File: src/rtl/rtc_pkg.sv
package rtc_pkg;

  typedef struct packed {
    logic       stop;
    logic       ft;
    logic [7:0] sec;
    logic [7:0] min;
    logic [7:0] hour;
    logic [7:0] day;
    logic [7:0] date;
    logic [7:0] month;
    logic [7:0] year;
    logic [7:0] cent;
  } rtc_time_t;

  localparam rtc_time_t RTC_RESET = '{stop: 1'b0, ft: 1'b0, sec: 8'h00,
                                      min: 8'h00, hour: 8'h00, day: 8'h01,
                                      date: 8'h01, month: 8'h01,
                                      year: 8'h00, cent: 8'h00};

  localparam logic [3:0] A_FLAGS = 4'h0;
  localparam logic [3:0] A_CENT  = 4'h1;
  localparam logic [3:0] A_CTRL  = 4'h8;
  localparam logic [3:0] A_SEC   = 4'h9;
  localparam logic [3:0] A_MIN   = 4'hA;
  localparam logic [3:0] A_HOUR  = 4'hB;
  localparam logic [3:0] A_DAY   = 4'hC;
  localparam logic [3:0] A_DATE  = 4'hD;
  localparam logic [3:0] A_MONTH = 4'hE;
  localparam logic [3:0] A_YEAR  = 4'hF;

  localparam int MISC_LO = 2;
  localparam int MISC_HI = 7;

  // Next BCD value of a two-digit byte.
  function automatic logic [7:0] bcd_inc(input logic [7:0] v);
    if (v[3:0] >= 4'd9) return {v[7:4] + 4'd1, 4'd0};
    else                return {v[7:4], v[3:0] + 4'd1};
  endfunction

  // {carry, next}: wraps to lo once v reaches hi.
  function automatic logic [8:0] bcd_step(input logic [7:0] v,
                                          input logic [7:0] hi,
                                          input logic [7:0] lo);
    if (v >= hi) return {1'b1, lo};
    else         return {1'b0, bcd_inc(v)};
  endfunction

  // Leap when the BCD year is a multiple of four.
  function automatic logic is_leap(input logic [7:0] y);
    if (!y[4]) return (y[3:0] == 4'd0) || (y[3:0] == 4'd4) || (y[3:0] == 4'd8);
    else       return (y[3:0] == 4'd2) || (y[3:0] == 4'd6);
  endfunction

  function automatic logic [7:0] month_days(input logic [7:0] m,
                                            input logic [7:0] y);
    case (m)
      8'h02:                      return is_leap(y) ? 8'h29 : 8'h28;
      8'h04, 8'h06, 8'h09, 8'h11: return 8'h30;
      default:                    return 8'h31;
    endcase
  endfunction

  // Write mask of the plain storage bytes at 2h..7h.
  function automatic logic [7:0] misc_mask(input logic [3:0] a);
    case (a)
      4'h4, 4'h6: return 8'hBF;
      default:    return 8'hFF;
    endcase
  endfunction

endpackage

File: src/rtl/rtc_prescaler.sv
module rtc_prescaler #(
  parameter int TICKS_PER_SEC = 32768
) (
  input  logic clk,
  input  logic rst_n,
  input  logic osc_tick,
  input  logic clr,
  output logic sec_pulse
);
  localparam int CW = (TICKS_PER_SEC > 1) ? $clog2(TICKS_PER_SEC) : 1;
  localparam logic [CW-1:0] LAST = CW'(TICKS_PER_SEC - 1);

  logic [CW-1:0] cnt_q;
  logic          at_last;

  assign at_last   = (cnt_q == LAST);
  assign sec_pulse = osc_tick && at_last && !clr;

  always_ff @(posedge clk or negedge rst_n) begin
    if (!rst_n)        cnt_q <= '0;
    else if (clr)      cnt_q <= '0;
    else if (osc_tick) cnt_q <= at_last ? '0 : cnt_q + 1'b1;
  end

  p_count_bound_r12: assert property (@(posedge clk) disable iff (!rst_n)
    cnt_q <= LAST);
  p_tick_steps_r12: assert property (@(posedge clk) disable iff (!rst_n)
    (osc_tick && !clr && !at_last) |=> cnt_q == $past(cnt_q) + 1'b1);
  p_clear_restarts_r8: assert property (@(posedge clk) disable iff (!rst_n)
    clr |=> cnt_q == '0);
endmodule

File: src/rtl/rtc_time_core.sv
module rtc_time_core
  import rtc_pkg::*;
(
  input  logic      clk,
  input  logic      rst_n,
  input  logic      sec_pulse,
  input  logic      load_en,
  input  rtc_time_t load_val,
  output rtc_time_t live
);
  logic       step;
  logic [8:0] r_sec, r_min, r_hour, r_day, r_date, r_month, r_year, r_cent;
  logic       c_min, c_hour, c_day, c_month, c_year, c_cent;

  assign step    = sec_pulse && !live.stop && !load_en;
  assign r_sec   = bcd_step(live.sec,   8'h59, 8'h00);
  assign r_min   = bcd_step(live.min,   8'h59, 8'h00);
  assign r_hour  = bcd_step(live.hour,  8'h23, 8'h00);
  assign r_day   = bcd_step(live.day,   8'h07, 8'h01);
  assign r_date  = bcd_step(live.date,  month_days(live.month, live.year), 8'h01);
  assign r_month = bcd_step(live.month, 8'h12, 8'h01);
  assign r_year  = bcd_step(live.year,  8'h99, 8'h00);
  assign r_cent  = bcd_step(live.cent,  8'h99, 8'h00);

  assign c_min   = step    && r_sec[8];
  assign c_hour  = c_min   && r_min[8];
  assign c_day   = c_hour  && r_hour[8];
  assign c_month = c_day   && r_date[8];
  assign c_year  = c_month && r_month[8];
  assign c_cent  = c_year  && r_year[8];

  always_ff @(posedge clk or negedge rst_n) begin
    if (!rst_n) live <= RTC_RESET;
    else if (load_en) live <= load_val;
    else begin
      if (step)    live.sec   <= r_sec[7:0];
      if (c_min)   live.min   <= r_min[7:0];
      if (c_hour)  live.hour  <= r_hour[7:0];
      if (c_day) begin
        live.day  <= r_day[7:0];
        live.date <= r_date[7:0];
      end
      if (c_month) live.month <= r_month[7:0];
      if (c_year)  live.year  <= r_year[7:0];
      if (c_cent)  live.cent  <= r_cent[7:0];
    end
  end

  p_load_exact_r8: assert property (@(posedge clk) disable iff (!rst_n)
    load_en |=> live == $past(load_val));
  p_stop_frozen_r6: assert property (@(posedge clk) disable iff (!rst_n)
    (live.stop && !load_en) |=> $stable(live));
  p_min_wrap_r2: assert property (@(posedge clk) disable iff (!rst_n)
    (step && live.sec == 8'h59 && live.min == 8'h59) |=> live.min == 8'h00);
endmodule

File: src/rtl/rtc_bcd_regfile.sv
module rtc_bcd_regfile
  import rtc_pkg::*;
#(
  parameter int TICKS_PER_SEC = 32768
) (
  input  logic       clk,
  input  logic       rst_n,
  input  logic       osc_tick,
  input  logic       ce_n,
  input  logic       we_n,
  input  logic       oe_n,
  input  logic [3:0] addr,
  input  logic [7:0] wdata,
  output logic [7:0] rdata
);
  localparam int WBIT = 7;
  localparam int RBIT = 6;

  logic       wr_strobe, rd_en, load_en, sec_pulse, track;
  logic [7:0] ctrl_q, mux;
  logic [7:0] misc_q [MISC_LO:MISC_HI];
  rtc_time_t  live, hold;

  assign wr_strobe = !ce_n && !we_n;
  assign rd_en     = !ce_n && !oe_n && we_n;
  assign load_en   = wr_strobe && (addr == A_CTRL) && ctrl_q[WBIT] && !wdata[WBIT];
  assign track     = !ctrl_q[WBIT] && !ctrl_q[RBIT];

  rtc_prescaler #(.TICKS_PER_SEC(TICKS_PER_SEC)) u_div (
    .clk(clk), .rst_n(rst_n), .osc_tick(osc_tick),
    .clr(load_en || live.stop), .sec_pulse(sec_pulse)
  );

  rtc_time_core u_core (
    .clk(clk), .rst_n(rst_n), .sec_pulse(sec_pulse),
    .load_en(load_en), .load_val(hold), .live(live)
  );

  always_ff @(posedge clk or negedge rst_n) begin
    if (!rst_n)                                   ctrl_q <= 8'h00;
    else if (wr_strobe && addr == A_CTRL)         ctrl_q <= wdata;
  end

  for (genvar g = MISC_LO; g <= MISC_HI; g++) begin : g_misc
    always_ff @(posedge clk or negedge rst_n) begin
      if (!rst_n) misc_q[g] <= 8'h00;
      else if (wr_strobe && addr == 4'(g))
        misc_q[g] <= wdata & misc_mask(4'(g));
    end
  end

  // Holding copy: follows the counters unless frozen; takes writes under write freeze.
  always_ff @(posedge clk or negedge rst_n) begin
    if (!rst_n) hold <= RTC_RESET;
    else if (track) hold <= live;
    else if (ctrl_q[WBIT] && wr_strobe) begin
      case (addr)
        A_CENT:  hold.cent  <= wdata;
        A_SEC: begin
          hold.stop <= wdata[7];
          hold.sec  <= wdata & 8'h7F;
        end
        A_MIN:   hold.min   <= wdata & 8'h7F;
        A_HOUR:  hold.hour  <= wdata & 8'h3F;
        A_DAY: begin
          hold.ft  <= wdata[6];
          hold.day <= wdata & 8'h07;
        end
        A_DATE:  hold.date  <= wdata & 8'h3F;
        A_MONTH: hold.month <= wdata & 8'h1F;
        A_YEAR:  hold.year  <= wdata;
        default: ;
      endcase
    end
  end

  always_comb begin
    mux = 8'h00;
    for (int i = MISC_LO; i <= MISC_HI; i++)
      if (addr == 4'(i)) mux = misc_q[i];
    case (addr)
      A_FLAGS: mux = 8'h00;
      A_CENT:  mux = hold.cent;
      A_CTRL:  mux = ctrl_q;
      A_SEC:   mux = hold.sec | {hold.stop, 7'b0};
      A_MIN:   mux = hold.min;
      A_HOUR:  mux = hold.hour;
      A_DAY:   mux = hold.day | {1'b0, hold.ft, 6'b0};
      A_DATE:  mux = hold.date;
      A_MONTH: mux = hold.month;
      A_YEAR:  mux = hold.year;
      default: ;
    endcase
  end

  assign rdata = rd_en ? mux : 8'h00;

  p_read_freeze_r7: assert property (@(posedge clk) disable iff (!rst_n)
    (ctrl_q[RBIT] && !ctrl_q[WBIT]) |=> $stable(hold));
  p_write_freeze_r8: assert property (@(posedge clk) disable iff (!rst_n)
    (ctrl_q[WBIT] && !wr_strobe) |=> $stable(hold));
  p_track_r7: assert property (@(posedge clk) disable iff (!rst_n)
    track |=> hold == $past(live));
endmodule

File: config.mk
export PLATFORM = sky130hd
export DESIGN_NAME = rtc_bcd_regfile
export DESIGN_NICKNAME = d
export VERILOG_FILES = /design/src/rtl/rtc_pkg.sv /design/src/rtl/rtc_prescaler.sv /design/src/rtl/rtc_time_core.sv /design/src/rtl/rtc_bcd_regfile.sv
export SDC_FILE = /design/constraint.sdc
export NUM_CORES = 1
export LEC_CHECK = 0
export BUFFER_PORTS_ARGS = -buffer_cell sky130_fd_sc_hd__buf_2
export CELL_PAD_IN_SITES_DETAIL_PLACEMENT = 2
export CELL_PAD_IN_SITES_GLOBAL_PLACEMENT = 2
export CORE_ASPECT_RATIO = 1.4
export CORE_MARGIN = 8
export CORE_UTILIZATION = 40
export CTS_BUF_LIST = sky130_fd_sc_hd__clkbuf_16
export DETAILED_ROUTE_END_ITERATION = 12
export GPL_ROUTABILITY_DRIVEN = 0
export GPL_TIMING_DRIVEN = 0
export PLACE_DENSITY_LB_ADDON = 0.1
export SLEW_MARGIN = 30
export SYNTH_ARGS = -nofsm -noshare
export SYNTH_HDL_FRONTEND = slang
export SYNTH_SLANG_ARGS = --single-unit
File: constraint.sdc
create_clock -name clk -period 7.3 [get_ports clk]
set_clock_uncertainty 0.1 [all_clocks]
set_input_delay 0.73 -clock clk [delete_from_list [all_inputs] [get_ports clk]]
set_output_delay 0.73 -clock clk [all_outputs]
set_load 0.05 [all_outputs]
==> flow_metrics.tcl <==
set metrics [dict create \
    synthArstFlopShare 1.00 \
    drtAntennaViolNets 0 \
    ys.flop_type "dfrtp_1" \
    cts_tree "built" \
    combPwrFrac 0.162 \
    diodes 0 \
    start_util 0.402 \
    gr-usage-all-layers 0.267 \
    yosysSeqAreaShare 0.433 \
    hold_viol 4 \
    wirelength_um 47000 \
    core-area_mm2 0.0289 \
    cts_root_buf "clkbuf_16" \
    drtIter0Drc 568 \
    fin_crit_ns 4.52 \
    first_pass_iters 5 \
    peakVddDrop_v 0.000178 \
    grt_pass1_vias 11622 \
    rows 74 \
    cts_hold_buf 0 \
    hold-worst-slack_ns -0.0125 \
    grt_first_pass_wirelength_um 72200 \
    path_class "in2out" \
    powerDensity_mw_per_mm2 227 \
    worstMarginPinSlew_ns 1.01 \
    via_per_inst 6.15 \
    syn-cell-area_mm2 0.0116 \
    synth_area_leaders "dfrtp_1 (42%), nand2_1 (6.0%), mux2_2 (6.0%), mux2i_1 (5.6%), ha_1 (5.3%)" \
    p_leak_nw 5.85 \
    dieArea_mm2 0.0348 \
    syn_to_final_growth_pct 12.0 \
    maxCapViolCount 0 \
    fin_cells 1694 \
    fmax_mhz 221 \
    outcome "finished with violations" \
    grt_overflow_total 0 \
    cts_setup_buffers 0 \
    power_mw 2.96 \
    fill_cells 3163 \
    synth_edf_count 0 \
    crit_chain "buf_2, clkbuf_1, buf_1, buf_1, nand3_1, o21ai_0, a21boi_0, a311oi_1, buf_2" \
    cp_top_family "buffers and inverters" \
    ctsResizeCount 0 \
    cts_max_path_buffers 3 \
    rsz0062_at_grt "no" \
    avgRoutedWirePerCell_um 27.7 \
    num_vias 10413 \
    p_sw_mw 0.942 \
    arrival_ns 3.69 \
    violations "negative hold slack" \
    setup_viol 0 \
    hold_class "in2async" \
    grt_max_degree 81 \
    worst_setup_path_start_kind "input port" \
    placedCellCount 1650 \
    fp.dieW_um 160 \
    p_int_mw 2.02 \
    multi_input_area_mm2 0.00617 \
    remaining_drc_errors 0 \
    synth_cells 1245 \
    cp_max_fo 10 \
    place_ws_ns 2.89 \
    finalSetupTns_ns 0 \
    cts_buffers 24 \
    synth_fp_nets 1312 \
    period_share 0.619 \
    clk_pin_slew_worst_paths_ns 0.06 \
    synth_seq_cells 201 \
    endpoint_kind "primary output" \
    final_nets 1363 \
    fp.dieH_um 218 \
    ys_types 74 \
    power_switching_share 0.318 \
    crit_slowest_cell "clkbuf_1" \
    place_area_mm2 0.0123 \
    required_ns 6.47 \
    relSlewSlack 0.327 \
    clk_latency_ns 0.54 \
    synth_largest_area_cell "dfrtp_1" \
    post-dp-hpwl_um 34700 \
    synth_warnings 0 \
    clock_power_share 0.382 \
    seqPwrFrac 0.457 \
    seq_area_mm2 0.00504 \
    fin_area_mm2 0.0130 \
    htree_levels 1 \
    clkSinkCount 201 \
    path_buf_inv 5 \
    drv_slew 0 \
    post-synth-top-area-fraction 0.420 \
    io_pins 26 \
    critPathMaxStageDelay_ns 0.51 \
    setup_slack_ns 2.78 \
    drive_gt1_frac 0.121 \
    portBuffers 23 \
    avgSynthCellArea_um2 9.34 \
    antenna_found_initial 0 \
]
## through the flow
stage / util / hold slack, ns
floorplan: - / 0.334
global placement: 0.423 / 0.362
global route: 0.451 / 0.0283
detailed placement: 0.426 / 0.395
finish: 0.451 / -0.0125
CTS: 0.451 / 0.0160
## layout make-up
cell class,instances,share of cell area
multi-input combinational,934,0.474
sequential,201,0.387
clock buffer,25,0.0481
tap,380,0.0365
buffer,68,0.0211
timing repair buffer,25,0.0138
inverter,42,0.0121
clock inverter,19,0.00711
## routing by layer
metal / up-vias / routed length [µm] / global-route usage
li1: 4599 / - / -
met1: 5433 / 18800 / 0.307
met2: 263 / 24000 / 0.480
met3: 118 / 1770 / 0.0332
met4: 0 / 2470 / 0.141
met5: - / 0 / 0
## sequential cells by signal (all words and copies together), names as in the netlist
| signal | flops |
|---|---|
| hold | 66 |
| u_core.live | 66 |
| misc_q | 46 |
| u_div.cnt_q | 15 |
| ctrl_q | 8 |
## cell usage in the layout, fill, tap and decap left out, types with 9 or more instances in the layout
cell	instances
nor3_1	15
clkbuf_16	25
inv_1	46
dfrtp_1	195
and3_1	19
o21ai_0	119
nand3_1	47
ha_1	49
a21oi_1	51
buf_1	11
nor2_1	77
nand4_1	12
mux2_2	62
and2_1	9
nand2b_1	10
clkbuf_1	48
o22ai_1	14
nor3b_1	9
buf_2	29
nand2_1	186
a22oi_1	14
nor2b_1	10
o21a_1	9
mux2i_1	65
## Yosys cell counts, types with 7 or more instances
cell	number
nand3_1	47
and2_1	9
nand2b_1	10
a21oi_1	51
mux2i_1	65
nand4_1	12
nor3_1	15
inv_1	42
a221oi_1	8
xor2_1	7
buf_1	11
a22o_1	8
a31oi_1	7
nor2_1	77
buf_2	7
dfrtp_1	195
and3_1	19
mux2_2	62
o211ai_1	8
a22oi_1	14
o21ai_0	119
nor2b_1	10
o21a_1	9
o31ai_1	8
nor3b_1	9
nand2_1	186
clkbuf_1	48
ha_1	49
o22ai_1	14
## logic make-up (layout without fill, tap and decap cells)
group	count (synthesis)	count (layout)	share of synthesized area
xor+xnor	9	9	0.00678
fa+ha+maj	49	49	0.0527
mux	127	127	0.116
buf+inv	110	179	0.0372
flops	201	201	0.433
simple gates	439	439	0.183
compound gates	310	310	0.170
## path summary, 6_finish.rpt
path	startpoint	cells past startpoint	slack, ns	end
worst max register to register	u_core.live[16]	15	2.96	u_core.live[8]
max in group asynchronous	rst_n	2	6.29	hold[32]
worst max-delay path	addr[2]	9	2.78	rdata[4]
min in group clk	ctrl_q[0]	1	0.41	ctrl_q[0]
worst min register to register	ctrl_q[0]	1	0.41	ctrl_q[0]
worst min-delay path	rst_n	1	-0.01	u_core.live[9]
## power groups by stage
stage | Sequential (mW) | Clock [mW] | Combinational [mW]
2_1_floorplan | 1.31 | 0 | 0.297
3_3_place_gp | 1.36 | 0 | 0.452
3_5_place_dp | 1.37 | 0 | 0.474
4_1_cts | 1.35 | 1.15 | 0.479
5_1_grt | 1.36 | 1.19 | 0.521
6_report | 1.35 | 1.13 | 0.479
No activity file was read; power rests on OpenSTA's default activity.
